<file path="src/rtl/spi_pack_pkg.sv">
package spi_pack_pkg;

    localparam int DATA_W = 16;
    localparam int BYTE_W = 8;
    localparam int LEN_W  = $clog2(DATA_W);
    localparam int DIV_W  = 3;

    // Control register layout, MSB first: divider, length-1, threshold, order, enable
    typedef struct packed {
        logic [DIV_W-1:0] div;
        logic [LEN_W-1:0] len_m1;
        logic             rx_byte_thr;
        logic             lsb_first;
        logic             enable;
    } ctrl_t;

    localparam int CTRL_W = $bits(ctrl_t);

    localparam ctrl_t CTRL_RST = '{div: '0, len_m1: LEN_W'(7), rx_byte_thr: 1'b0,
                                   lsb_first: 1'b0, enable: 1'b0};

    localparam logic [LEN_W-1:0] LEN_M1_MIN = LEN_W'(3);

    typedef enum logic [1:0] {
        A_CTRL = 2'd0,
        A_STAT = 2'd1,
        A_DATA = 2'd2
    } addr_e;

    function automatic logic [DATA_W-1:0] frame_mask(input logic [LEN_W-1:0] len_m1);
        return {DATA_W{1'b1}} >> (LEN_W'(DATA_W - 1) - len_m1);
    endfunction

    function automatic logic is_short(input logic [LEN_W-1:0] len_m1);
        return len_m1 < LEN_W'(BYTE_W);
    endfunction

endpackage

</file>
<file path="src/rtl/spi_byte_fifo.sv">
module spi_byte_fifo #(
    parameter int DEPTH = 4,
    parameter int W     = 8,
    localparam int AW   = $clog2(DEPTH),
    localparam int CW   = $clog2(DEPTH + 1)
) (
    input  logic          clk,
    input  logic          rst,
    input  logic [1:0]    push_n,
    input  logic [W-1:0]  push_d0,
    input  logic [W-1:0]  push_d1,
    input  logic [1:0]    pop_n,
    output logic [CW-1:0] count,
    output logic [W-1:0]  head0,
    output logic [W-1:0]  head1
);
    // Caller keeps push within free space and pop within count.
    // DEPTH is a power of two so pointers wrap naturally.
    logic [W-1:0]  mem [DEPTH];
    logic [AW-1:0] wr_ptr, rd_ptr;
    logic [CW-1:0] cnt_q;

    always_ff @(posedge clk) begin
        if (rst) begin
            wr_ptr <= '0;
            rd_ptr <= '0;
            cnt_q  <= '0;
        end else begin
            if (push_n != 2'd0) mem[wr_ptr] <= push_d0;
            if (push_n == 2'd2) mem[AW'(wr_ptr + 1'b1)] <= push_d1;
            wr_ptr <= wr_ptr + AW'(push_n);
            rd_ptr <= rd_ptr + AW'(pop_n);
            cnt_q  <= cnt_q + CW'(push_n) - CW'(pop_n);
        end
    end

    assign count = cnt_q;
    assign head0 = mem[rd_ptr];
    assign head1 = mem[AW'(rd_ptr + 1'b1)];

endmodule

</file>
<file path="src/rtl/spi_shift_engine.sv">
module spi_shift_engine
    import spi_pack_pkg::*;
(
    input  logic              clk,
    input  logic              rst,
    input  logic              start,
    input  logic [DATA_W-1:0] tx_frame,
    input  logic [LEN_W-1:0]  len_m1,
    input  logic              lsb_first,
    input  logic [DIV_W-1:0]  div,
    input  logic              miso,
    output logic              busy,
    output logic              done,
    output logic [DATA_W-1:0] rx_frame,
    output logic              sclk,
    output logic              mosi,
    output logic              cs_n
);
    localparam int DC_W = (1 << DIV_W);

    logic              busy_q, done_q, sclk_q, lsb_q;
    logic [LEN_W-1:0]  k_q, len_q, bit_pos;
    logic [DIV_W-1:0]  div_q;
    logic [DC_W-1:0]   dcnt_q, dlim;
    logic [DATA_W-1:0] txw_q, rxw_q;

    assign dlim    = (DC_W'(1) << div_q) - DC_W'(1);
    assign bit_pos = lsb_q ? k_q : (len_q - k_q);

    always_ff @(posedge clk) begin
        if (rst) begin
            busy_q <= 1'b0;
            done_q <= 1'b0;
            sclk_q <= 1'b0;
            lsb_q  <= 1'b0;
            k_q    <= '0;
            len_q  <= '0;
            div_q  <= '0;
            dcnt_q <= '0;
            txw_q  <= '0;
            rxw_q  <= '0;
        end else begin
            done_q <= 1'b0;
            if (!busy_q) begin
                if (start) begin
                    busy_q <= 1'b1;
                    txw_q  <= tx_frame;
                    rxw_q  <= '0;
                    len_q  <= len_m1;
                    lsb_q  <= lsb_first;
                    div_q  <= div;
                    k_q    <= '0;
                    dcnt_q <= '0;
                    sclk_q <= 1'b0;
                end
            end else if (dcnt_q == dlim) begin
                dcnt_q <= '0;
                if (!sclk_q) begin
                    sclk_q         <= 1'b1;
                    rxw_q[bit_pos] <= miso;
                end else begin
                    sclk_q <= 1'b0;
                    if (k_q == len_q) begin
                        busy_q <= 1'b0;
                        done_q <= 1'b1;
                    end else begin
                        k_q <= k_q + 1'b1;
                    end
                end
            end else begin
                dcnt_q <= dcnt_q + 1'b1;
            end
        end
    end

    assign busy     = busy_q;
    assign done     = done_q;
    assign rx_frame = rxw_q;
    assign sclk     = sclk_q;
    assign mosi     = busy_q ? txw_q[bit_pos] : 1'b0;
    assign cs_n     = !busy_q;

endmodule

</file>
<file path="src/rtl/spi_pack_ctrl.sv">
module spi_pack_ctrl
    import spi_pack_pkg::*;
#(
    parameter int FIFO_DEPTH = 4,
    localparam int CW        = $clog2(FIFO_DEPTH + 1)
) (
    input  logic        clk,
    input  logic        rst,
    input  logic        bus_en,
    input  logic        bus_we,
    input  logic        bus_wide,
    input  logic [1:0]  bus_addr,
    input  logic [15:0] bus_wdata,
    output logic [15:0] bus_rdata,
    output logic        sclk,
    output logic        mosi,
    input  logic        miso,
    output logic        cs_n
);
    ctrl_t ctrl_q, ctrl_wr;
    logic  ovf_q, two_q;

    logic              short_fr;
    logic [DATA_W-1:0] mask;
    logic              wr_ctrl, wr_data, rd_data;
    logic [1:0]        w_need, r_want, fr_bytes;
    logic              w_fits;

    logic [CW-1:0]     tx_cnt, rx_cnt, tx_free, rx_free;
    logic [BYTE_W-1:0] tx_h0, tx_h1, rx_h0, rx_h1;
    logic [1:0]        tx_push, tx_pop, rx_push, rx_pop;
    logic [BYTE_W-1:0] tx_d0, tx_d1;

    logic              eng_start, eng_busy, eng_done;
    logic [DATA_W-1:0] eng_tx, eng_rx;

    logic              st_txe, st_rxne, st_busy;

    assign short_fr = is_short(ctrl_q.len_m1);
    assign mask     = frame_mask(ctrl_q.len_m1);

    assign wr_ctrl = bus_en && bus_we && (bus_addr == A_CTRL);
    assign wr_data = bus_en && bus_we && (bus_addr == A_DATA);
    assign rd_data = bus_en && !bus_we && (bus_addr == A_DATA);

    assign fr_bytes = short_fr ? 2'd1 : 2'd2;
    assign w_need   = (short_fr && !bus_wide) ? 2'd1 : 2'd2;
    assign r_want   = w_need;

    assign tx_free = CW'(FIFO_DEPTH) - tx_cnt;
    assign rx_free = CW'(FIFO_DEPTH) - rx_cnt;
    assign w_fits  = tx_free >= CW'(w_need);

    // transmit side: bytes masked to the frame length on entry
    assign tx_push = (wr_data && w_fits) ? w_need : 2'd0;
    assign tx_d0   = bus_wdata[7:0] & mask[7:0];
    assign tx_d1   = bus_wdata[15:8] & (short_fr ? mask[7:0] : mask[15:8]);

    assign eng_start = ctrl_q.enable && !eng_busy && !eng_done
                     && (tx_cnt >= CW'(fr_bytes)) && (rx_free >= CW'(fr_bytes));
    assign tx_pop    = eng_start ? fr_bytes : 2'd0;
    assign eng_tx    = short_fr ? {8'h00, tx_h0} : {tx_h1, tx_h0};

    // receive side
    assign rx_push = eng_done ? (two_q ? 2'd2 : 2'd1) : 2'd0;
    always_comb begin
        rx_pop = 2'd0;
        if (rd_data) rx_pop = (rx_cnt >= CW'(r_want)) ? r_want : 2'(rx_cnt);
    end

    spi_byte_fifo #(.DEPTH(FIFO_DEPTH), .W(BYTE_W)) tx_fifo_i (
        .clk(clk), .rst(rst),
        .push_n(tx_push), .push_d0(tx_d0), .push_d1(tx_d1),
        .pop_n(tx_pop), .count(tx_cnt), .head0(tx_h0), .head1(tx_h1)
    );

    spi_byte_fifo #(.DEPTH(FIFO_DEPTH), .W(BYTE_W)) rx_fifo_i (
        .clk(clk), .rst(rst),
        .push_n(rx_push), .push_d0(eng_rx[7:0]), .push_d1(eng_rx[15:8]),
        .pop_n(rx_pop), .count(rx_cnt), .head0(rx_h0), .head1(rx_h1)
    );

    spi_shift_engine eng_i (
        .clk(clk), .rst(rst), .start(eng_start), .tx_frame(eng_tx),
        .len_m1(ctrl_q.len_m1), .lsb_first(ctrl_q.lsb_first), .div(ctrl_q.div),
        .miso(miso), .busy(eng_busy), .done(eng_done), .rx_frame(eng_rx),
        .sclk(sclk), .mosi(mosi), .cs_n(cs_n)
    );

    // control register update with lock and length range filtering
    always_comb begin
        ctrl_t req;
        req     = ctrl_t'(bus_wdata[CTRL_W-1:0]);
        ctrl_wr = ctrl_q;
        ctrl_wr.enable      = req.enable;
        ctrl_wr.rx_byte_thr = req.rx_byte_thr;
        if (!ctrl_q.enable) begin
            ctrl_wr.lsb_first = req.lsb_first;
            ctrl_wr.div       = req.div;
            if (req.len_m1 >= LEN_M1_MIN) ctrl_wr.len_m1 = req.len_m1;
        end
    end

    always_ff @(posedge clk) begin
        if (rst) begin
            ctrl_q <= CTRL_RST;
            ovf_q  <= 1'b0;
            two_q  <= 1'b0;
        end else begin
            if (wr_ctrl) ctrl_q <= ctrl_wr;
            if (wr_data && !w_fits) ovf_q <= 1'b1;
            if (eng_start) two_q <= !short_fr;
        end
    end

    assign st_txe  = tx_free >= CW'(2);
    assign st_rxne = ctrl_q.rx_byte_thr ? (rx_cnt >= CW'(1)) : (rx_cnt >= CW'(2));
    assign st_busy = eng_busy || (tx_cnt != '0);

    always_comb begin
        bus_rdata = '0;
        if (bus_en && !bus_we) begin
            unique case (bus_addr)
                A_CTRL:  bus_rdata = 16'(ctrl_q);
                A_STAT:  bus_rdata = {12'h000, ovf_q, st_busy, st_rxne, st_txe};
                A_DATA: begin
                    bus_rdata[7:0]  = (rx_cnt >= CW'(1)) ? rx_h0 : 8'h00;
                    bus_rdata[15:8] = (r_want == 2'd2 && rx_cnt >= CW'(2)) ? rx_h1 : 8'h00;
                end
                default: bus_rdata = '0;
            endcase
        end
    end

endmodule

</file>
<file path="config.mk">
export PLATFORM = sky130hd
export DESIGN_NAME = spi_pack_ctrl
export DESIGN_NICKNAME = d
export VERILOG_FILES = /design/src/rtl/spi_pack_pkg.sv /design/src/rtl/spi_byte_fifo.sv /design/src/rtl/spi_shift_engine.sv /design/src/rtl/spi_pack_ctrl.sv
export SDC_FILE = /design/constraint.sdc
export NUM_CORES = 1
export LEC_CHECK = 0
export ABC_AREA = 1
export BUFFER_PORTS_ARGS = -buffer_cell sky130_fd_sc_hd__buf_2
export CAP_MARGIN = 5
export CORE_UTILIZATION = 40
export DETAILED_ROUTE_END_ITERATION = 10
export HOLD_SLACK_MARGIN = 0.02
export PLACE_DENSITY = 0.65
export SLEW_MARGIN = 40
export SYNTH_ARGS = -nofsm -noshare
export SYNTH_HDL_FRONTEND = slang
export SYNTH_SLANG_ARGS = --single-unit
</file>
<file path="constraint.sdc">
create_clock -name clk -period 3.6 [get_ports clk]
set_input_delay 0.54 -clock clk [delete_from_list [all_inputs] [get_ports clk]]
set_output_delay 0.54 -clock clk [all_outputs]
set_load 0.03 [all_outputs]
</file>
# Yosys cells after proc, flatten, opt, wreduce, memory -nomap -nowiden
# Memory sizes are Yosys's and may differ from the RTL's. A register that Yosys moved wholly into a read port is not among the register bits.
# Cells that the tools add are included.
dict set report word_totals {
  input_bits 24
  n_memories 2
  register_bits 81
  out_inout_bits 19
  ramBits 64
  word_cells 165
}
# name depth width rd rd_ports_with_merged_regs wr line_no
set mem_list {}
lappend mem_list {rx_fifo_i.mem 4 8 2 1 2 spi_byte_fifo.sv:19} ;# logic [W-1:0] mem [DEPTH];
lappend mem_list {tx_fifo_i.mem 4 8 2 1 2 spi_byte_fifo.sv:19}
dict set report classes {
  n_lt_le_gt_ge 11
  reduce_logical 33
  n_addsub 19
  eq_ne 11
  n_mux 58
  bitwise_logic 6
  shift 2
}
# operator count
set op_table {}
lappend op_table {{$mux W16} 6}
lappend op_table {{$mux W8} 6}
lappend op_table {{$pmux W16 S3} 1}
lappend op_table {{$mux W1} 26}
lappend op_table {{$mux W4} 6}
lappend op_table {{$mux W2} 10}
lappend op_table {{$and A8 B8 Y8} 2}
lappend op_table {{$bwmux W16} 1}
lappend op_table {{$shr A16 B4 Y16 const A} 1}
lappend op_table {{$logic_and A1 B1 Y1} 14}
lappend op_table {{$ge A3 B2 Y1} 4}
lappend op_table {{$add A2 B1 Y2 const B} 4}
lappend op_table {{$add A2 B2 Y2} 4}
lappend op_table {{$add A8 B1 Y8 const B} 1}
lappend op_table {{$eq A2 B2 Y1 const B} 4}
lappend op_table {{$eq A8 B8 Y1} 1}
lappend op_table {{$ne A2 B2 Y1 const B} 4}
lappend op_table {{$shl A1 B3 Y8 const A} 1}
lappend op_table {{$sub A8 B2 Y8 const B} 1}
lappend op_table {{$add A3 B2 Y3} 2}
lappend op_table {{$ge A3 B2 Y1 const B} 2}
lappend op_table {{$logic_not A1 Y1} 6}
lappend op_table {{$reduce_and A2 Y1} 3}
lappend op_table {{$reduce_and A3 Y1} 2}
lappend op_table {{other kinds (21)} 28}

# Logic depth before layout (Yosys ltp)
# Gate-level depths: netlist (run 1).
dict set report depth {
  depth_word 10
  ltp_mapped 17
  mapped_depth_nobuf 16
}

# Cells and area by module
# A second synthesis (run 1) with hierarchy kept.
dict set report unflattened {
  cells_unflattened 1346
  area_unflattened_um2 9310.2
}
# module seq_area_each_um2 area_each_um2 instances cells_each
set by_module_without_submodules {}
lappend by_module_without_submodules {spi_shift_engine 1101.1 2890.3 1 449}
lappend by_module_without_submodules {{spi_byte_fifo at tx_fifo_i} 1101.1 2527.4 1 328}
lappend by_module_without_submodules {{spi_byte_fifo at rx_fifo_i} 1101.1 2502.4 1 325}
lappend by_module_without_submodules {spi_pack_ctrl 240.2 1390.1 1 244}

# Worst setup path before layout (run 1)
# OpenSTA, ideal clock, no wires.
dict set report synth_timing {
  path_type {input to register}
  start {input bus_wide}
  end {register tx_fifo_i.cnt_q[2] (netlist: tx_fifo_i.count[2])}
  n_path_buf 1
  setup_time_ps 70
  path_stages 13
  arrival_ps 3250
  path_slack_ps 280
  required_ps 3530
  path_cell_list {nor2_1 > buf_4 > ha_1 > o21ai_0 > nand3_1 > nand2_2 > nor2_1 > inv_1 > fa_1 > fa_1 > xor2_1 > or2_2 > a21oi_1}
}
dict set report synth_between {
  elab_chain_cells 8
}
# item line_no
set synth_rtl {}
lappend synth_rtl {{start, declared} spi_pack_ctrl.sv:11} ;# input logic bus_wide,
lappend synth_rtl {{$logic_not A1 Y1 *} spi_pack_ctrl.sv:47} ;# assign w_need = (short_fr && !bus_wide) ? 2'd1 : 2'd2;
lappend synth_rtl {{$logic_and A1 B1 Y1 *} spi_pack_ctrl.sv:47}
lappend synth_rtl {{$mux W2 *} spi_pack_ctrl.sv:47}
lappend synth_rtl {{$ge A3 B2 Y1} spi_pack_ctrl.sv:52} ;# assign w_fits = tx_free >= CW'(w_need);
lappend synth_rtl {{$logic_and A1 B1 Y1} spi_pack_ctrl.sv:55} ;# assign tx_push = (wr_data && w_fits) ? w_need : 2'd0;
lappend synth_rtl {{$mux W2 *} spi_pack_ctrl.sv:55}
lappend synth_rtl {{$add A3 B2 Y3 *} spi_byte_fifo.sv:33} ;# cnt_q <= cnt_q + CW'(push_n) - CW'(pop_n);
lappend synth_rtl {{$sub A3 B2 Y3 *} spi_byte_fifo.sv:33}
lappend synth_rtl {{end signal, assigned} spi_byte_fifo.sv:33}
lappend synth_rtl {{end, declared} spi_byte_fifo.sv:21} ;# logic [CW-1:0] cnt_q;
# Mark *: on every way between the ends. The rest lies on a longest branch, timed or not.
# A chain may end at the register's enable or synchronous reset.

# Worst setup path after layout (run 1)
dict set report layout_timing {
  start {register eng_i.len_q[0]}
  end {output mosi}
}
dict set report layout_between {
  elab_chain_cells 5
}
# item line_no
set layout_rtl {}
lappend layout_rtl {{start, declared} spi_shift_engine.sv:22} ;# logic [LEN_W-1:0] k_q, len_q, bit_pos;
lappend layout_rtl {{start signal, assigned} spi_shift_engine.sv:49} ;# len_q <= len_m1;
lappend layout_rtl {{$sub A4 B4 Y4} spi_shift_engine.sv:28} ;# assign bit_pos = lsb_q ? k_q : (len_q - k_q);
lappend layout_rtl {{$mux W4} spi_shift_engine.sv:28}
lappend layout_rtl {{$bmux W1 S4} spi_shift_engine.sv:80} ;# assign mosi = busy_q ? txw_q[bit_pos] : 1'b0;
lappend layout_rtl {{$mux W1 (not written as such)} spi_shift_engine.sv:80}
lappend layout_rtl {{$mux W1} spi_shift_engine.sv:80}
lappend layout_rtl {{end, declared} spi_pack_ctrl.sv:16} ;# output logic mosi,
# Every way passes these cells. The select of a mux whose other input is x is not followed.

==> results.rst, run 1 <==
.. list-table::
   :header-rows: 1

   * - Metric
     - Value
   * - Hold slack final
     - around 0.37 ns
   * - Cells after DPL
     - 1,403
   * - Overall fraction of global-route tracks in use
     - a little over a fifth
   * - Critical path fanouts, max
     - 9
   * - Initial standard-cell utilization of the core
     - between 40% and 50%
   * - Number of antenna cells inserted
     - 0
   * - Final TNS setup
     - 0 ns
   * - Critical path endpoint category
     - primary output
   * - Global-route wire length before repair
     - between 30 and 40 mm
   * - Final-report max-slew violation count
     - 0
   * - Share of the core filled with cells
     - a little under half
   * - Leading cell type by number of instances after synthesis
     - sky130_fd_sc_hd__nand2_1
   * - Syn Inst Count
     - between 1,000 and 1,500
   * - Remaining antenna violation count after routing
     - 0
   * - Number of buffers and inverters on the critical path
     - 3
   * - Chip Height
     - about 150 µm
   * - Leak
     - between 3 and 4 nW
   * - Unrepaired setup endpoints after global routing
     - no
   * - Sum of overflow across all layers after global routing
     - 0
   * - Synthesized area per cell
     - roughly 7.5 µm²
   * - Count of non-filler cells in the finished layout
     - 1,435
   * - Critical path arrival
     - between 2 and 3 ns
   * - Sequence of cells on the critical path
     - inv_1, ha_1, fa_1, o21ai_1, inv_1, nand2_1, o22ai_1, o21bai_1, o211ai_1, nor2_1, buf_2
   * - TritonCTS clock tree
     - done
   * - Status
     - finished, final reports clean
   * - Worst endpoint required time
     - slightly above 3 ns
   * - Flops & latches, synth
     - around 150
   * - Library cell contributing the largest single delay on the critical path
     - sky130_fd_sc_hd__fa_1
   * - Main area contributors after synthesis
     - sky130_fd_sc_hd__edfxtp_1 23%, sky130_fd_sc_hd__dfxtp_1 19%, sky130_fd_sc_hd__nand2_1 12%, sky130_fd_sc_hd__o21ai_0 8.3%, sky130_fd_sc_hd__inv_1 4.9%
   * - Vias in the first global route
     - ~7,100
   * - Port-buffer cells
     - 42
   * - Post-synth design cell area
     - around 8400 µm²
   * - # DRC
     - 0
   * - Final HPWL from detailed placement
     - 15.68 mm
   * - Ratio of final minimum period to clock period
     - about 93%
   * - Post-layout min period
     - about 3.3 ns
   * - Share of final-layout standard cells stronger than drive strength 1
     - 10.73%
   * - Cell type with the highest occurrence count on the critical path
     - sky130_fd_sc_hd__inv_1
   * - Clock slew at the register clock pins of the worst setup and hold paths
     - roughly 0.06 ns
   * - Clock Sink Count
     - 145
   * - Share of Yosys cell area claimed by the top area cell type
     - about 23%
   * - Worst setup skew after layout
     - between 0.01 and 0.015 ns
   * - Fraction of synthesized cell area in xor and xnor cells
     - 1.769%
   * - Tightest Pin Transition
     - between 0.5 and 0.6 ns
   * - Register area share after synthesis
     - between 40% and 50%
   * - Delay of the slowest cell on the worst path
     - around 0.44 ns
   * - Worst voltage drop across the vdd grid
     - between 200 and 300 µV
   * - Nature of the critical path startpoint
     - register
   * - Max frequency
     - 300.2 MHz
   * - Area of all placed cells without fillers
     - about 9500 µm²
   * - Maximum buffer depth of the clock tree
     - 2
   * - Multiplexer share of the synthesized area
     - 0%
   * - Root buf cell
     - sky130_fd_sc_hd__clkbuf_16
   * - Relative max-transition margin
     - 61.17%
   * - Share of the synthesized area in compound gates (AO/OA/AOI/OAI)
     - 19.77%
   * - Final nets
     - about 1,200
   * - Buffers inserted during post-CTS setup optimization
     - 0
   * - Final-report hold violation count
     - 0
   * - Core Footprint
     - just over 20,000 µm²
   * - Resized Gates After CTS
     - 0
   * - Unique masters post-synth
     - 47
   * - Number of buffers created by CTS
     - 17
   * - Violation count after the first detailed-routing iteration
     - between 600 and 700
   * - Area of the die
     - 21,620 µm²
   * - Cell area after placement
     - between 8000 and 9000 µm²
   * - Yosys synthesis warning count
     - 0
   * - Count of boundary I/O pins
     - 43
   * - Number of max-capacitance violations reported
     - 0
   * - Pwr Density
     - 418.3 nW/µm²
   * - Post-Synth Adder-Cell Area
     - just over 5%
   * - Library cell with the largest summed area after synthesis
     - sky130_fd_sc_hd__edfxtp_1
   * - Number of nets produced by synthesis
     - around 1,200
   * - Type of the most critical hold path
     - in2reg
   * - Startpoint-to-endpoint class of the critical path
     - reg2out
   * - Simple-gate share of the synthesized area
     - a little under a quarter
   * - Number of buffers inserted by hold repair at cts
     - 0
   * - DRT Pass-1 Iters
     - 6
   * - Via density per instance
     - 5.237
   * - Via count of the routed design
     - roughly 7,500
   * - Largest net degree at the start of global routing
     - 47
   * - Most frequent cells after synthesis
     - 272 x sky130_fd_sc_hd__nand2_1, 140 x sky130_fd_sc_hd__o21ai_0, 109 x sky130_fd_sc_hd__inv_1
   * - Std cell rows
     - 52
   * - Routability congestion estimate from global placement
     - about 0.84
   * - Predominant post-synthesis flop cell
     - sky130_fd_sc_hd__dfxtp_1
   * - Die span in x
     - approximately 150 µm
   * - P&R area growth vs syn
     - 12.67%
   * - Total Wirelength
     - 21.45 mm
   * - Main combinational cell family by area after synthesis
     - simple AND/OR/NAND/NOR gates
   * - Number of failing setup endpoints in the final timing report
     - 0
   * - Clock latency on the worst-skew pair
     - ~0.43 ns
   * - Antenna violations before repair
     - 0
   * - Proportion of register bits with asynchronous set or reset after synthesis
     - 0%
   * - Level count of the clock H-tree
     - 4
   * - Number of synthesized flops with an enable pin
     - 64
   * - Family of cells with the greatest summed delay on the critical path
     - adder cells
   * - Routed WL per cell
     - between 10 and 15 µm
placed cells by master, fill, tap and decap left out, drive strengths merged:
cell | Yosys | final
a211oi | 10 | 10
a21boi | 2 | 2
a21oi | 82 | 82
a221o | 1 | 1
a221oi | 1 | 1
a22oi | 1 | 1
a31oi | 9 | 9
buf | 17 | 62
bufinv | 0 | 3
clkbuf | 30 | 19
clkinv | 2 | 8
clkinvlp | 0 | 2
dfxtp | 81 | 81
edfxtp | 64 | 64
fa | 5 | 5
ha | 26 | 26
inv | 114 | 116
nand2 | 279 | 279
nand3 | 59 | 59
nand3b | 4 | 4
nand4 | 5 | 5
nor2 | 107 | 107
nor3 | 6 | 6
nor3b | 2 | 2
o2111ai | 2 | 2
o211ai | 17 | 17
o21a | 1 | 1
o21ai | 144 | 144
o21bai | 2 | 2
o22ai | 26 | 26
o31ai | 1 | 1
or2 | 1 | 1
xnor2 | 6 | 6
xor2 | 11 | 11
flip-flops by register name, indices dropped and copies added (netlist names), 3 cells and up:
name             cells
rx_fifo_i.mem       32
ctrl_q              10
eng_i.k_q            4
tx_fifo_i.count      3
eng_i.txw_q         16
tx_fifo_i.mem       32
eng_i.dcnt_q         8
rx_fifo_i.count      3
eng_i.div_q          3
eng_i.rx_frame      16
eng_i.len_q          4
per-stage QoR:
stage	setup slack, ns	power (mW)
global route	0.05209	4.118
CTS	0.1559	3.989
finish	0.2694	3.966
detailed placement	0.3474	2.182
floorplan	0.2798	2.075
global placement	0.4248	2.176
routing by layer:
| metal | up-vias | GRT usage (%) | share of wire (%) |
|---|---|---|---|
| met5 | - | 0 | 0 |
| met4 | 0 | 10.21 | 3.0 |
| met3 | 46 | 3.323 | 5.0 |
| met2 | 214 | 33.00 | 45 |
| met1 | 3408 | 27.89 | 47 |
| li1 | 3847 | - | - |
cells by family after synthesis:
| family | after synthesis |
|---|---|
| DFF | 145 |
| buffers and inverters | 163 |
| adders and majority gates | 31 |
| xor gates and xnor gates | 17 |
| AOI/OAI and AO/OA | 299 |
| and+or+nand+nor | 463 |
worst paths after layout:
| check | from | end | cells past startpoint | slack [ns] |
|---|---|---|---|---|
| setup / recovery | eng_i.len_q[0] | mosi | 11 | 0.27 |
| hold / removal | bus_wdata[4] | ctrl_q[4] | 3 | 0.37 |
| setup reg to reg | tx_fifo_i.count[1] | tx_fifo_i.count[2] | 13 | 0.50 |
| hold reg to reg | eng_i.rx_frame[9] | eng_i.rx_frame[9] | 2 | 0.46 |
final cells by class:
class                      instances  area (µm²)
clock buffer                      19       432.9
sequential                       145        3543
clock inverter                    13       162.7
tap                              270       337.8
fill                            2064       10950
multi-input combinational        810        4207
timing repair buffer              62       360.3
inverter                         116       437.9
power breakdown:
| part | total, mW | switching [mW] | internal, mW |
|---|---|---|---|
| combinational | 0.393 | 0.263 | 0.130 |
| sequential | 1.76 | 0.0263 | 1.73 |
| clock | 1.81 | 0.723 | 1.09 |
worst min-delay path, delay by kind of cell:
family	cells	cell delay, ns
simple gates	2	0.12
buf+inv	1	0.11
Note: power is estimated with default switching activity, not from simulation.
==> inputs of run 2 (changes only) <==
==> constraint.sdc (replaced) <==
create_clock -name clk -period 3.5 [get_ports clk]
set_input_delay 0.525 -clock clk [delete_from_list [all_inputs] [get_ports clk]]
set_output_delay 0.525 -clock clk [all_outputs]
set_load 0.03 [all_outputs]
==> run 2 against run 1 <==
Die area did not move. Worst hold slack got worse by 0.0075 ns. Combinational power rose by 4%. Cell count rose by 0.14%. Sequential share of layout area fell by 0.22 points. Worst setup slack got worse by 0.066 ns. Clock power rose by 8%. Sequential power rose by 3%. Critical endpoint unchanged. Largest cell class unchanged. Highest routed layer unchanged.
==> results.rst, run 2 (synthesized netlist as in run 1, its figures left out) <==
.. list-table::
   :header-rows: 1

   * - Metric
     - Value
   * - Clock latency on the worst-skew pair
     - 0.42 ns (about the same)
   * - Final HPWL from detailed placement
     - 15.62 mm (-0.40%)
   * - Startpoint-to-endpoint class of the critical path
     - reg2out
   * - Final-report max-slew violation count
     - 0 (unchanged)
   * - Top flop regs
     - rx_fifo_i.mem: 32 flops, tx_fifo_i.mem: 32 flops
   * - Post-layout min period
     - around 3.3 ns
   * - Cells after DPL
     - 1,405 (+0.14%)
   * - Setup slack after layout
     - 0.2039 ns (-0.06552 ns)
   * - Global-route wire length before repair
     - 34.16 mm (-4.1%)
   * - # DRC
     - 0 (unchanged)
   * - Antenna violations before repair
     - 0 (unchanged)
   * - Remaining antenna violation count after routing
     - 0 (unchanged)
   * - Storage element area
     - 3543 µm² (unchanged)
   * - Std cell rows
     - 52 (unchanged)
   * - Fill cells
     - 2,041 (-1.1%)
   * - Area of the die
     - 21,620 µm² (unchanged)
   * - Total Wirelength
     - 21.34 mm (-0.52%)
   * - Nature of the critical path startpoint
     - register
   * - DRT Pass-1 Iters
     - 5 (-1)
   * - Ratio of final minimum period to clock period
     - between 90% and 100%
   * - Clock slew at the register clock pins of the worst setup and hold paths
     - 0.07 ns (about the same)
   * - Number of buffers created by CTS
     - 17 (unchanged)
   * - Commonest cells after routing, fill and taps aside
     - 271 x sky130_fd_sc_hd__nand2_1, 139 x sky130_fd_sc_hd__o21ai_0, 107 x sky130_fd_sc_hd__inv_1
   * - Leak
     - 3.656 nW (+0.56%)
   * - Status
     - finished, final reports clean
   * - Largest net degree at the start of global routing
     - 47 (unchanged)
   * - Max frequency
     - 303.4 MHz
   * - Count of non-filler cells in the finished layout
     - 1,437 (+0.14%)
   * - Overall fraction of global-route tracks in use
     - 20.13% (-0.78 points)
   * - Clock Sink Count
     - 145 (unchanged)
   * - Footprint of the multi-input gates
     - 4209 µm² (about the same)
   * - Maximum buffer depth of the clock tree
     - 2 (unchanged)
   * - Die span in x
     - 147.1 µm (unchanged)
   * - Relative max-transition margin
     - 57.40% (-3.8 points)
   * - Tightest Pin Transition
     - 0.6383 ns (+0.06026 ns)
   * - Violation count after the first detailed-routing iteration
     - 603 (-2.6%)
   * - Via count of the routed design
     - 7,483 (-0.43%)
   * - Sum of overflow across all layers after global routing
     - 0 (unchanged)
   * - Pwr Density
     - 437.9 nW/µm² (+4.7%)
   * - Chip Height
     - 147.1 µm (unchanged)
   * - Port-buffer cells
     - 42 (unchanged)
   * - Post-Place Worst Slack
     - 0.2790 ns (-0.06845 ns)
   * - Critical path arrival
     - 2.77 ns (-0.02 ns)
   * - Core Footprint
     - 20,430 µm² (unchanged)
   * - Final-report hold violation count
     - 0 (unchanged)
   * - Number of failing setup endpoints in the final timing report
     - 0 (unchanged)
   * - Unrepaired setup endpoints after global routing
     - no
   * - Critical path endpoint category
     - primary output
   * - Worst voltage drop across the vdd grid
     - 333.1 µV (+11%)
   * - Number of antenna cells inserted
     - 0 (unchanged)
   * - Via density per instance
     - 5.207 (-0.56%)
   * - Final TNS setup
     - 0 ns (unchanged)
   * - Number of buffers inserted by hold repair at cts
     - 0 (unchanged)
   * - Vias in the first global route
     - 6,821 (-3.5%)
   * - Level count of the clock H-tree
     - 4 (unchanged)
   * - Commonest non-fill, non-tap cell in the layout
     - sky130_fd_sc_hd__nand2_1
   * - Count of boundary I/O pins
     - 43 (unchanged)
   * - Root buf cell
     - sky130_fd_sc_hd__clkbuf_16
   * - TritonCTS clock tree
     - done
   * - Routed WL per cell
     - 14.85 µm (-0.66%)
   * - Critical path fanouts, max
     - 7 (-2)
   * - Initial standard-cell utilization of the core
     - 41.19% (unchanged)
   * - Number of max-capacitance violations reported
     - 0 (unchanged)
   * - Worst endpoint required time
     - 2.97 ns (-0.09 ns)
   * - Share of final-layout standard cells stronger than drive strength 1
     - 11.23% (+0.50 points)
   * - Type of the most critical hold path
     - in2reg
   * - Final nets
     - 1,209 (+0.17%)
   * - Worst setup skew after layout
     - 0.009118 ns (-0.001156 ns)
   * - Routability congestion estimate from global placement
     - 0.8382 (-0.37%)
   * - P&R area growth vs syn
     - 13.32%
## run 2: changes by cell type in the layout (fill, tap and decap cells not counted), sizes merged
cell | before | now
bufinv | 3 | 4
clkbuf | 19 | 17
inv | 116 | 117
clkinvlp | 2 | 3
clkinv | 8 | 7
buf | 62 | 64
## run 2: per-stage QoR
stage                     util, %  cell area (µm²)  hold WS, ns  power (mW)
final                       46.68             9537       0.3587       4.176
after global routing        46.68             9537       0.3634       4.325
after global placement      43.53             8894       0.4476       2.237
after detailed placement    43.53             8894       0.4542       2.245
after floorplan                 -             8416       0.4353       2.134
after CTS                   46.63             9527       0.3473       4.203
## run 2: per-layer routing
layer / up-vias / GRT usage, % / share of wire (%)
met5: - / 0 / 0
met4: 0 / 7.216 / 1.5
met3: 21 / 3.137 / 4.1
met2: 182 / 32.90 / 47
met1: 3434 / 26.92 / 47
li1: 3846 / - / -
## run 2: final timing paths
path              depth (start not counted)          startpoint  slack [ns]                  to
setup / recovery                         10        eng_i.k_q[0]        0.20                mosi
hold / removal                            3        bus_wdata[4]        0.36           ctrl_q[4]
setup reg to reg                         12  rx_fifo_i.count[0]        0.44  tx_fifo_i.count[2]
hold reg to reg                           2   eng_i.rx_frame[9]        0.46   eng_i.rx_frame[9]
## run 2: final cells by class
cell class | instances | area share, %
well taps | 270 | 3.542
flip-flops and latches | 145 | 37.16
clock buffers | 17 | 4.461
inverters | 116 | 4.592
multi-input cells | 810 | 44.14
clock inverters | 15 | 2.178
repair buffers | 64 | 3.936
## run 2: critical path, cell delays in order (launching register included)
cell and delay [ns]:
sky130_fd_sc_hd__dfxtp_1 0.40, sky130_fd_sc_hd__ha_1 0.22, sky130_fd_sc_hd__fa_1 0.42, sky130_fd_sc_hd__o21ai_1 0.21, sky130_fd_sc_hd__nor2_1 0.11, sky130_fd_sc_hd__inv_1 0.19, sky130_fd_sc_hd__o22ai_1 0.10, sky130_fd_sc_hd__o21bai_1 0.13
sky130_fd_sc_hd__o211ai_1 0.10, sky130_fd_sc_hd__nor2_1 0.21, sky130_fd_sc_hd__buf_2 0.25
## run 2: timing repair
| item | CTS | global route |
|---|---|---|
| endpoints found under the setup margin | 0 | 1 |
| setup buffers | 0 | 0 |
| endpoints found under the hold margin | 0 | 0 |
| gates resized for setup | 0 | 5 |
## run 2: where the power goes
group          total (mW)  internal, mW  switching (mW)
sequential           1.81          1.78          0.0262
combinational       0.408         0.135           0.272
clock                1.96          1.20           0.759
total                4.18          3.12            1.06
==> inputs of run 3 (changes only) <==
--- a/config.mk
+++ b/config.mk
@@ -8,11 +8,13 @@
 export ABC_AREA = 1
 export BUFFER_PORTS_ARGS = -buffer_cell sky130_fd_sc_hd__buf_2
 export CAP_MARGIN = 5
-export CORE_UTILIZATION = 40
+export CORE_UTILIZATION = 50
 export DETAILED_ROUTE_END_ITERATION = 10
 export HOLD_SLACK_MARGIN = 0.02
-export PLACE_DENSITY = 0.65
+export PLACE_DENSITY = 0.76
 export SLEW_MARGIN = 40
 export SYNTH_ARGS = -nofsm -noshare
 export SYNTH_HDL_FRONTEND = slang
+export SYNTH_HIERARCHICAL = 1
 export SYNTH_SLANG_ARGS = --single-unit
+export TNS_END_PERCENT = 10
==> run 3 against run 2 <==
The flow now finishes with violations (design-rule violations). Critical path type unchanged. First-iteration DRC count increased by 20%. Flip-flop and latch count unchanged. Design area up 7.7%. Worst hold slack lost 0.019 ns. Wire length rose by 9.6%. Sequential share of layout area shrank 2.6 points.
==> results.rst, run 3 <==
.. list-table::
   :header-rows: 1

   * - Metric
     - Value
   * - Status
     - complete, but fails checks
   * - Failing checks
     - design-rule violations
   * - Number of antenna cells inserted
     - 0 (unchanged)
   * - Cell area after placement
     - 9667 µm² (+8.7%)
   * - Startpoint of the most critical hold path
     - bus_wdata[5]
   * - Count of boundary I/O pins
     - 43 (unchanged)
   * - Library cell with the largest summed area after synthesis
     - sky130_fd_sc_hd__edfxtp_1
   * - Total Wirelength
     - 23.40 mm (+9.6%)
   * - Unique masters post-synth
     - 43 (-8.5%)
   * - Leading cell type by number of instances after synthesis
     - sky130_fd_sc_hd__nand2_1
   * - Number of buffers created by CTS
     - 17 (unchanged)
   * - Worst voltage drop across the vdd grid
     - 317.5 µV (-4.7%)
   * - Unrepaired setup endpoints after global routing
     - no
   * - Most frequent cells after synthesis
     - 436 x sky130_fd_sc_hd__nand2_1, 152 x sky130_fd_sc_hd__inv_1, 141 x sky130_fd_sc_hd__nor2_1
   * - Register-to-Register Setup Slack
     - 0.33 ns (-0.11 ns)
   * - Top flop regs
     - rx_fifo_i/mem: 32 flops, tx_fifo_i/mem: 32 flops
   * - Violation count after the first detailed-routing iteration
     - 721 (+20%)
   * - Overall fraction of global-route tracks in use
     - 24.71% (+4.6 points)
   * - Max frequency
     - 306.9 MHz (+1.2%)
   * - Synthesized area per cell
     - 6.917 µm² (-8.1%)
   * - Final HPWL from detailed placement
     - 17.05 mm (+9.1%)
   * - Clock slew at the register clock pins of the worst setup and hold paths
     - 0.06 ns (about the same)
   * - Critical path endpoint category
     - primary output
   * - Remaining antenna violation count after routing
     - 0 (unchanged)
   * - Routed WL per cell
     - 14.44 µm (-2.8%)
   * - Largest net degree at the start of global routing
     - 54 (+15%)
   * - Std cell rows
     - 49 (-5.8%)
   * - Chip Height
     - 138.5 µm (-5.8%)
   * - Number of nets produced by synthesis
     - 1,402 (+20%)
   * - Level count of the clock H-tree
     - 4 (unchanged)
   * - Endpoint of the worst-slack reg-to-reg timing path
     - rx_fifo_i/count[2]
   * - Final-report max-slew violation count
     - 0 (unchanged)
   * - Vias in the first global route
     - 7,614 (+12%)
   * - Number of max-capacitance violations reported
     - 0 (unchanged)
   * - Initial standard-cell utilization of the core
     - 51.48% (+10 points)
   * - Predominant post-synthesis flop cell
     - sky130_fd_sc_hd__dfxtp_1
   * - Die span in x
     - 138.5 µm (-5.8%)
   * - Critical path fanouts, max
     - 11 (+4)
   * - Sum of overflow across all layers after global routing
     - 0 (unchanged)
   * - Worst Hold Path EP
     - ctrl_q[5]
   * - Commonest non-fill, non-tap cell in the layout
     - sky130_fd_sc_hd__nand2_1
   * - Hold slack final
     - 0.3398 ns (-0.01890 ns)
   * - Final nets
     - 1,434 (+19%)
   * - Routability congestion estimate from global placement
     - 0.9160 (+9.3%)
   * - Count of non-filler cells in the finished layout
     - 1,620 (+13%)
   * - Type of the most critical hold path
     - in2reg
   * - Syn Inst Count
     - 1,346 (+20%)
   * - Post-synth design cell area
     - 9310 µm² (+11%)
   * - TritonCTS clock tree
     - done
   * - Root buf cell
     - sky130_fd_sc_hd__clkbuf_16
   * - Final TNS setup
     - 0 ns (unchanged)
   * - Maximum buffer depth of the clock tree
     - 2 (unchanged)
   * - Via count of the routed design
     - 8,716 (+16%)
   * - Clock latency on the worst-skew pair
     - 0.43 ns (about the same)
   * - Area of the die
     - 19,170 µm² (-11%)
   * - Antenna violations before repair
     - 0 (unchanged)
   * - DRT Pass-1 Iters
     - 9 (+4)
   * - Number of failing setup endpoints in the final timing report
     - 0 (unchanged)
   * - Share of final-layout standard cells stronger than drive strength 1
     - 10.57% (-0.66 points)
   * - RR Startpoint
     - ctrl_q[6]
   * - Via density per instance
     - 5.380 (+3.3%)
   * - P&R area growth vs syn
     - 10.34%
   * - Flops & latches, synth
     - 145 (unchanged)
   * - Path depth of the worst reg2reg path
     - 16 (+4)
   * - Total power consumption of the routed design
     - 3.987 mW (-4.5%)
   * - Leak
     - 4.608 nW (+26%)
   * - Share of Yosys cell area claimed by the top area cell type
     - 20.64% (-2.2 points)
   * - Ratio of final minimum period to clock period
     - 93.08% (-1.1 points)
   * - # DRC
     - 2 (+2)
   * - Register area share after synthesis
     - 38.06% (-4.0 points)
   * - Worst endpoint required time
     - 2.97 ns (about the same)
   * - Depth of the worst hold-timing path
     - 3 (unchanged)
   * - Cells after DPL
     - 1,588 (+13%)
   * - Startpoint-to-endpoint class of the critical path
     - reg2out
   * - Proportion of register bits with asynchronous set or reset after synthesis
     - 0% (unchanged)
   * - Final-report hold violation count
     - 0 (unchanged)
   * - Port-buffer cells
     - 42 (unchanged)
   * - Commonest cells after routing, fill and taps aside
     - 435 x sky130_fd_sc_hd__nand2_1, 152 x sky130_fd_sc_hd__inv_1, 138 x sky130_fd_sc_hd__nor2_1
   * - Main area contributors after synthesis
     - sky130_fd_sc_hd__edfxtp_1 21%, sky130_fd_sc_hd__nand2_1 18%, sky130_fd_sc_hd__dfxtp_1 17%, sky130_fd_sc_hd__nand3_1 6.5%, sky130_fd_sc_hd__inv_1 6.1%
   * - Pwr Density
     - 388.1 nW/µm² (-11%)
   * - Relative max-transition margin
     - 43.45% (-14 points)
   * - Nature of the critical path startpoint
     - register
   * - Tightest Pin Transition
     - 0.8425 ns (+0.2043 ns)
   * - Worst setup skew after layout
     - 0.01020 ns (+0.001081 ns)
   * - Clock Sink Count
     - 145 (unchanged)
   * - Global-route wire length before repair
     - 37.61 mm (+10%)
   * - Yosys synthesis warning count
     - 6 (+6)
   * - Area of all placed cells without fillers
     - 10,270 µm² (+7.7%)
   * - Critical path arrival
     - 2.73 ns (-0.04 ns)
   * - Number of synthesized flops with an enable pin
     - 64 (unchanged)
   * - Core Footprint
     - 18,090 µm² (-11%)
   * - Post-layout min period
     - 3.258 ns (-0.03823 ns)
## run 3: changes by cell type after synthesis, moves of 16 or more
| cell | change |
|---|---|
| sky130_fd_sc_hd__nand2_1 | +164 |
| sky130_fd_sc_hd__nand3_1 | +64 |
| sky130_fd_sc_hd__o21ai_0 | -59 |
| sky130_fd_sc_hd__nor2_1 | +46 |
| sky130_fd_sc_hd__inv_1 | +43 |
| sky130_fd_sc_hd__o22ai_1 | -19 |
| sky130_fd_sc_hd__a21oi_1 | -17 |
| sky130_fd_sc_hd__clkbuf_1 | -16 |
## run 3: layer usage
metal | track usage (%) | routed length [µm] | vias up
li1 | - | - | 4423
met1 | 32.25 | 10470 | 3926
met2 | 40.24 | 10900 | 317
met3 | 4.884 | 1464 | 50
met4 | 9.935 | 563 | 0
met5 | 0 | 0 | -
## run 3: repair_timing
| action | CTS | global route |
|---|---|---|
| endpoints found under the setup margin | 0 | 1 |
| gates resized for setup | 0 | 7 |
| setup buffers | 0 | 0 |
| hold buffers | 0 | 0 |
## run 3: through the flow
step	util [%]	setup slack, ns
after floorplan	-	0.4937
after global placement	53.45	0.1870
after detailed placement	53.45	0.09701
after CTS	56.69	0.07409
after global routing	56.80	0.003035
final	56.80	0.2421
## run 3: layout make-up
| cell class | count | area (µm²) |
|---|---|---|
| flip-flops and latches | 145 | 3545 |
| clock inverters | 14 | 156.4 |
| fillers | 1685 | 7814 |
| inverters | 172 | 646.9 |
| repair buffers | 56 | 315.3 |
| well taps | 229 | 286.5 |
| multi-input cells | 986 | 4893 |
| clock buffers | 18 | 429.2 |
## run 3: cells by family after synthesis
group           count (synthesis)  synth area share (%)
fa+ha+maj                      32                 4.704
compound gates                198                 11.92
flops                         145                 38.06
buf+inv                       215                 9.582
simple gates                  751                 35.26
xor+xnor                        5                0.4705
## run 3: power by group
part           internal, mW  switching [mW]  total, mW
registers              1.78          0.0281       1.81
clock network          1.06           0.735       1.79
logic                 0.121           0.262      0.383
total                  2.96            1.02       3.99
## run 3: worst max-delay path, cell delays in order, from the launching register on
cell	delay, ns
sky130_fd_sc_hd__dfxtp_2	0.35
sky130_fd_sc_hd__ha_1	0.23
sky130_fd_sc_hd__fa_1	0.39
sky130_fd_sc_hd__xor2_1	0.21
sky130_fd_sc_hd__nand2_1	0.07
sky130_fd_sc_hd__o21ai_1	0.45
sky130_fd_sc_hd__nor2_1	0.12
sky130_fd_sc_hd__o21ai_1	0.10
sky130_fd_sc_hd__o21ai_1	0.07
sky130_fd_sc_hd__nor2_1	0.11
sky130_fd_sc_hd__buf_2	0.21
## run 3: worst max path at each step
stage                 startpoint            endpoint  slack, ns  cells after the start
floorplan               bus_wide  rx_fifo_i/count[2]       0.49                     16
global placement        bus_wide  rx_fifo_i/count[2]       0.19                     17
detailed placement      bus_wide  rx_fifo_i/count[2]        0.1                     17
CTS                 eng_i/k_q[0]                mosi       0.07                     13
global route        eng_i/k_q[0]                mosi      0.003                     13
finish              eng_i/k_q[0]                mosi       0.24                     10
